File: src/rtl/gpio_hw_pkg.sv
package gpio_hw_pkg;
  localparam int HALF_W     = 16;
  localparam int WORD_W     = 2 * HALF_W;
  localparam int N_HALVES   = WORD_W / HALF_W;
  localparam int ADDR_W     = 8;
  localparam int HALF_STEP  = 4;
  localparam int SYNC_DEPTH = 2;

  localparam logic [ADDR_W-1:0] OFS_LEVEL = 8'h00;
  localparam logic [ADDR_W-1:0] OFS_DIR   = 8'h08;
  localparam logic [ADDR_W-1:0] OFS_PINS  = 8'h70;
  localparam logic [ADDR_W-1:0] OFS_IDENT = 8'h78;

  localparam logic [WORD_W-1:0] IDENT_CODE = 32'h0100_0C2B;

  function automatic logic [HALF_W-1:0] masked_merge(
    input logic [HALF_W-1:0] old_q,
    input logic [WORD_W-1:0] wword
  );
    logic [HALF_W-1:0] en;
    en = wword[WORD_W-1:HALF_W];
    return (old_q & ~en) | (wword[HALF_W-1:0] & en);
  endfunction
endpackage

File: src/rtl/gpio_hw_half_reg.sv
module gpio_hw_half_reg
  import gpio_hw_pkg::*;
(
  input  logic              clk,
  input  logic              rst_n,
  input  logic              wr_en,
  input  logic [WORD_W-1:0] wword,
  output logic [HALF_W-1:0] q
);
  logic [HALF_W-1:0] q_r;
  logic [HALF_W-1:0] q_next;

  always_comb begin
    q_next = q_r;
    if (wr_en) q_next = masked_merge(q_r, wword);
  end

  always_ff @(posedge clk or negedge rst_n) begin
    if (!rst_n)     q_r <= '0;
    else if (wr_en) q_r <= q_next;
  end

  assign q = q_r;
endmodule

File: src/rtl/gpio_hw_masked_reg.sv
module gpio_hw_masked_reg
  import gpio_hw_pkg::*;
#(
  parameter logic [ADDR_W-1:0] BASE = '0
) (
  input  logic              clk,
  input  logic              rst_n,
  input  logic              wr,
  input  logic [ADDR_W-1:0] addr,
  input  logic [WORD_W-1:0] wword,
  output logic [WORD_W-1:0] q
);
  for (genvar h = 0; h < N_HALVES; h++) begin : g_half
    localparam logic [ADDR_W-1:0] HOFS = BASE + ADDR_W'(h * HALF_STEP);
    logic hit;
    assign hit = wr && (addr == HOFS);
    gpio_hw_half_reg u_half (
      .clk   (clk),
      .rst_n (rst_n),
      .wr_en (hit),
      .wword (wword),
      .q     (q[h*HALF_W +: HALF_W])
    );
  end
endmodule

File: src/rtl/gpio_hw_sync.sv
module gpio_hw_sync
  import gpio_hw_pkg::*;
#(
  parameter int W      = WORD_W,
  parameter int STAGES = SYNC_DEPTH
) (
  input  logic         clk,
  input  logic         rst_n,
  input  logic [W-1:0] d,
  output logic [W-1:0] q
);
  logic [W-1:0] stage [STAGES];

  for (genvar s = 0; s < STAGES; s++) begin : g_stage
    logic [W-1:0] src;
    if (s == 0) begin : g_first
      assign src = d;
    end else begin : g_next
      assign src = stage[s-1];
    end
    always_ff @(posedge clk or negedge rst_n) begin
      if (!rst_n) stage[s] <= '0;
      else        stage[s] <= src;
    end
  end

  assign q = stage[STAGES-1];
endmodule

File: src/rtl/gpio_hw_bank.sv
module gpio_hw_bank
  import gpio_hw_pkg::*;
(
  input  logic              clk,
  input  logic              rst_n,
  input  logic              bus_sel,
  input  logic              bus_wr,
  input  logic [ADDR_W-1:0] bus_addr,
  input  logic [WORD_W-1:0] bus_wdata,
  output logic [WORD_W-1:0] bus_rdata,
  input  logic [WORD_W-1:0] pad_in,
  output logic [WORD_W-1:0] pad_out,
  output logic [WORD_W-1:0] pad_oe
);
  localparam logic [ADDR_W-1:0] OFS_LEVEL_HI = OFS_LEVEL + ADDR_W'(HALF_STEP);
  localparam logic [ADDR_W-1:0] OFS_DIR_HI   = OFS_DIR + ADDR_W'(HALF_STEP);

  logic              wr_strobe;
  logic              rd_strobe;
  logic [WORD_W-1:0] level_q;
  logic [WORD_W-1:0] dir_q;
  logic [WORD_W-1:0] pins_q;
  logic [WORD_W-1:0] rd_mux;

  assign wr_strobe = bus_sel && bus_wr;
  assign rd_strobe = bus_sel && !bus_wr;

  gpio_hw_masked_reg #(.BASE(OFS_LEVEL)) u_level (
    .clk (clk), .rst_n (rst_n), .wr (wr_strobe),
    .addr (bus_addr), .wword (bus_wdata), .q (level_q)
  );

  gpio_hw_masked_reg #(.BASE(OFS_DIR)) u_dir (
    .clk (clk), .rst_n (rst_n), .wr (wr_strobe),
    .addr (bus_addr), .wword (bus_wdata), .q (dir_q)
  );

  gpio_hw_sync #(.W(WORD_W), .STAGES(SYNC_DEPTH)) u_sync (
    .clk (clk), .rst_n (rst_n), .d (pad_in), .q (pins_q)
  );

  always_comb begin
    rd_mux = '0;
    unique case (bus_addr)
      OFS_LEVEL:    rd_mux = {{HALF_W{1'b0}}, level_q[HALF_W-1:0]};
      OFS_LEVEL_HI: rd_mux = {{HALF_W{1'b0}}, level_q[WORD_W-1:HALF_W]};
      OFS_DIR:      rd_mux = {{HALF_W{1'b0}}, dir_q[HALF_W-1:0]};
      OFS_DIR_HI:   rd_mux = {{HALF_W{1'b0}}, dir_q[WORD_W-1:HALF_W]};
      OFS_PINS:     rd_mux = pins_q;
      OFS_IDENT:    rd_mux = IDENT_CODE;
      default:      rd_mux = '0;
    endcase
  end

  assign bus_rdata = rd_strobe ? rd_mux : '0;
  assign pad_out   = level_q;
  assign pad_oe    = dir_q;
endmodule

File: config.mk
export PLATFORM = sky130hd
export DESIGN_NAME = gpio_hw_bank
export DESIGN_NICKNAME = d
export VERILOG_FILES = /design/src/rtl/gpio_hw_pkg.sv /design/src/rtl/gpio_hw_half_reg.sv /design/src/rtl/gpio_hw_masked_reg.sv /design/src/rtl/gpio_hw_sync.sv /design/src/rtl/gpio_hw_bank.sv
export SDC_FILE = /design/constraint.sdc
export NUM_CORES = 1
export LEC_CHECK = 0
export BUFFER_PORTS_ARGS = -buffer_cell sky130_fd_sc_hd__buf_2
export CAP_MARGIN = 20
export CORE_ASPECT_RATIO = 0.8
export CORE_MARGIN = 2
export CORE_UTILIZATION = 45
export CTS_BUF_LIST = sky130_fd_sc_hd__clkbuf_2 sky130_fd_sc_hd__clkbuf_4 sky130_fd_sc_hd__clkbuf_8
export DETAILED_ROUTE_END_ITERATION = 6
export PLACE_DENSITY_LB_ADDON = 0.25
export SYNTH_ARGS = -nofsm -noshare
export SYNTH_HDL_FRONTEND = slang
export SYNTH_SLANG_ARGS = --single-unit
File: constraint.sdc
create_clock -name clk -period 2.4 [get_ports clk]
set_clock_uncertainty 0.05 [all_clocks]
set_input_delay 0.24 -clock clk [delete_from_list [all_inputs] [get_ports clk]]
set_output_delay 0.24 -clock clk [all_outputs]
set_load 0.02 [all_outputs]
-- Word level (Yosys, flattened, before mapping)
Cells that the tools add are included.
- reduce and logical (&&, ||, !) cells: 8
- equality and inequality tests: 5
- mux-type cells: 2
- bitwise gates (word level): 10
- operator list (operator ; count):
    $pmux W32 S6 ; 1
    $and A16 B16 Y16 ; 5
    $or A16 B16 Y16 ; 4
    $mux W32 ; 1
    $eq A8 B4 Y1 const B ; 2
    $eq A8 B7 Y1 const B ; 2
    $not A16 Y16 ; 1
    $eq A8 B3 Y1 const B ; 1
    $logic_not A8 Y1 ; 1
    $logic_and A1 B1 Y1 ; 6
    $logic_not A1 Y1 ; 1
- logic and storage cells: 31
- input port bits: 76
- register bits after elaboration: 128
- output and inout port bits: 96

-- Logic depth before layout (Yosys ltp)
- depth in word-level cells: 3
- gate-level depth with buffers: 7
- gate-level depth less buffers: 4

-- Modules after synthesis
A second synthesis with hierarchy kept.
- cells, all modules: 391
- area, all modules: 5372.7 µm²
- modules (own cells, without submodules) (module ; instances ; cells each ; sequential area each (µm²) ; area each (µm²)):
    gpio_hw_half_reg ; 4 ; 50 ; 400.4 ; 700.7
    gpio_hw_sync ; 1 ; 64 ; 1601.5 ; 1601.5
    gpio_hw_bank ; 1 ; 117 ; 0.0 ; 900.9
    gpio_hw_masked_reg at u_dir ; 1 ; 5 ; 0.0 ; 36.3
    gpio_hw_masked_reg at u_level ; 1 ; 5 ; 0.0 ; 31.3

-- Least setup slack after synthesis
OpenSTA, ideal clock, no wires.
- kind: input port to output port
- start: input port bus_addr[5]
- end: output port bus_rdata[12]
- data required time: 2.110 ns
- buffers on the path: 2
- slack: 0.174 ns
- arrival time: 1.936 ns
- stages: 6
- cell sequence: or4_4 buf_6 nor3_2 o211ai_1 clkbuf_1 o22ai_1
- word-level cells in the longest chain between the ends: 3
- elaborated cells between the ends (all ways): 8
- classes of those cells: 5 x eq/ne; 2 x mux; 1 x reduce/logical
- RTL lines (element ; line ; text):
    start: declaration ; gpio_hw_bank.sv:8 ; input logic [ADDR_W-1:0] bus_addr,
    $eq A8 B7 Y1, or another cell as far along ; gpio_hw_bank.sv:44 ; unique case (bus_addr)
    $pmux W32 S6 * ; gpio_hw_bank.sv:44 ;
    $mux W32 * ; gpio_hw_bank.sv:55 ; assign bus_rdata = rd_strobe ? rd_mux : '0;
    end: declaration ; gpio_hw_bank.sv:10 ; output logic [WORD_W-1:0] bus_rdata,
Every way passes the cells marked *; elsewhere a longest branch is shown, timed or not.

-- Final worst setup path
- start: input port bus_addr[5]
- end: output port bus_rdata[2]
The elaborated chain is that of the path after synthesis.

==> reports/results.txt <==
Die Y -> 100 um
ys flop type -> dfrtp_1
count of pins over their slew limit -> 0
Max Used Layer -> met4
antenna violations before repair -> 0
metal2 WL -> 7030 um
Nets -> 706
worst reg2reg path depth -> 3
outcome -> finished clean
HP Start -> bus_wdata[2]
CTS Hold Bufs -> 33
sequential area share after synthesis -> 0.617
CP cell instances -> buf_2, or4_4, nor3_2, buf_4, nand2_1, buf_4, o22ai_1, buf_2
TritonCTS Buffers -> 17
FMAX -> 440 MHz
TNS Setup -> 0 ns
Setup crit end -> bus_rdata[2]
unrepaired setup endpoints after global routing -> no
Cell variety after synth -> 40
Max-cap violations -> 0
antenna viol nets, final -> 0
EDFF count, synth -> 0
final wirelength -> 14300 um
WP data required -> 2.11 ns
Core ar. -> 11400 um2
Crit. End Element -> primary output
Worst Path Buf+Inv -> 4
Initial Utilization -> 0.456
Final period util -> 0.948
Final setup viols -> 0
Yosys reg bits -> 128
Mapped Area -> 5190 um2
DRT iter0 DRCs -> 258
# H-tree levels -> 4
Pleak -> 3.61 nW
Stages on worst setup path -> 8
Initial DRT Pass Iterations -> 5
final non-filler cell total -> 791
crit path launch -> bus_addr[5]
Ports -> 172
Synth Instances -> 400
synth warn -> 0
max incr delay on CP -> 0.61 ns
DR WL met3 -> 902 um
Placed Cells -> 725
CP delay by family, top -> simple AND/OR/NAND/NOR gates
flop2flop setup slack -> 1.51 ns
CTS tree -> yes
DR DRC count -> 0
CP max FO -> 10
Period minus WS final -> 2.27 ns
max_slew headroom -> 0.655
Post-CTS Resized -> 0
detailed-route via count -> 4110
layout cell share with drive strength beyond 1 -> 0.477
syn_nets -> 476
Cell Pwr Density -> 621 nW/um2
met1 WL -> 6220 um
vias per inst -> 5.20
area delta synth->final -> 36.6%
Crit path arrival time -> 1.98 ns
startpoint types -> input port
vias in the first global route -> 4158
DP HPWL -> 10100 um
die area -> 12400 um2
Mapped Avg Cell Area -> 13.0 um2
IO Port Bufs -> 171
DIE WIDTH -> 124 um
multi-input logic area -> 1890 um2
GRT overflow -> 0
Slew @ Worst Pin -> 0.515 ns
clk buf depth -> 2
register area -> 3200 um2
Site Rows -> 35
GP Congestion -> 0.883
# diodes -> 0
CP max-delay cell -> or4_4
first-pass GRT wire length -> 22100 um
Fin. Hold Viols -> 0
clock slew at reported path FFs -> 0.08 ns
clock root buffer -> clkbuf_8
largest net degree at the start of global routing -> 45
# Post-CTS Setup Buffers -> 0
average wire per standard cell -> 18.1 um
Async SR Flop Fraction -> 1.00
HP Class -> input port to register
worst setup path class -> input port to primary output
CTS sink count -> 128
Tot GR Track Use -> 0.242
fill cell count -> 934
VDD IR-drop max -> 538 uV
Clock Latency Late Sink -> 0.43 ns
## final cells by class
type / count / area share
inverters: 3 / 0.00159
clock buffers: 18 / 0.0349
well taps: 148 / 0.0261
repair buffers: 229 / 0.198
flip-flops and latches: 128 / 0.452
multi-input cells: 251 / 0.267
clock inverters: 14 / 0.0206
## worst min path at each step
stage | end | slack, ns | cells past startpoint
after CTS | register | 0.01 | 2
after detailed placement | u_sync.g_stage[1].src[21] | 0.17 | 1
after global routing | register | 0.007 | 2
final | register | 0.03 | 2
after floorplan | asynchronous set/reset pin | -0.11 | 0
after global placement | u_sync.g_stage[1].src[21] | 0.16 | 1
## synth_stat cells, types with 2 or more instances
cell      number  share of area
dfrtp_1      128           0.62
nand2_1       65          0.047
mux2_2        64           0.14
a22oi_1       23          0.033
and2_1        19          0.023
o22ai_1       12          0.014
mux2_4         8          0.023
nor2_1         8         0.0058
clkbuf_1       6         0.0043
o21ai_0        6         0.0058
buf_1          5         0.0036
mux2i_1        5         0.0096
nor3_1         5         0.0048
a21oi_1        4         0.0039
buf_2          4         0.0039
nor3b_1        4         0.0058
a31o_2         3         0.0051
and4_1         3         0.0051
inv_1          3         0.0022
nand4_1        3         0.0036
a222oi_1       2         0.0039
buf_6          2         0.0043
## layer usage
| metal | up-vias | GRT usage |
|---|---|---|
| li1 | 1892 | - |
| met1 | 2058 | 0.324 |
| met2 | 146 | 0.391 |
| met3 | 14 | 0.0659 |
| met4 | 0 | 0.0674 |
| met5 | - | 0 |
## cell usage in the layout (no fill, tap or decap), types with 2 or more instances in the layout
cell type	instances
clkbuf_8	18
a21oi_1	4
nor3b_1	4
a222oi_1	2
inv_8	4
mux2_4	8
nand4_1	3
mux2i_1	5
and4_1	3
buf_2	170
dlygate4sd3_1	34
nor2_1	8
inv_1	3
inv_6	4
dfrtp_1	128
a31o_2	3
buf_12	2
clkinv_4	3
nor3_1	4
mux2_2	64
buf_4	23
nor3_2	2
a22oi_1	23
and2_1	19
nand2_1	65
o21ai_0	6
o22ai_1	12
clkinv_2	2
## through the flow
step	setup WS (ns)	power [mW]	cell area (um2)	hold WS (ns)	utilization
after floorplan	0.174	2.37	5190	-0.106	-
after global placement	0.204	2.56	6350	0.159	0.558
after detailed placement	0.158	2.57	6350	0.167	0.558
after CTS	0.152	4.45	7080	0.0100	0.622
after global routing	0.0208	4.61	7090	0.00660	0.623
final	0.126	4.41	7090	0.0285	0.623
## power breakdown
part           internal (mW)  switching, mW
clock                  0.888          0.953
sequential              2.23         0.0268
combinational          0.140          0.172
## logic make-up (layout without fill, tap and decap cells)
| group | Yosys count | after routing | share of synthesized area |
|---|---|---|---|
| compound gates | 55 | 55 | 0.0743 |
| simple gates | 118 | 118 | 0.115 |
| flops | 128 | 128 | 0.617 |
| buf+inv | 21 | 264 | 0.0193 |
| mux | 78 | 78 | 0.174 |
Power figures use the tool's default switching activity.
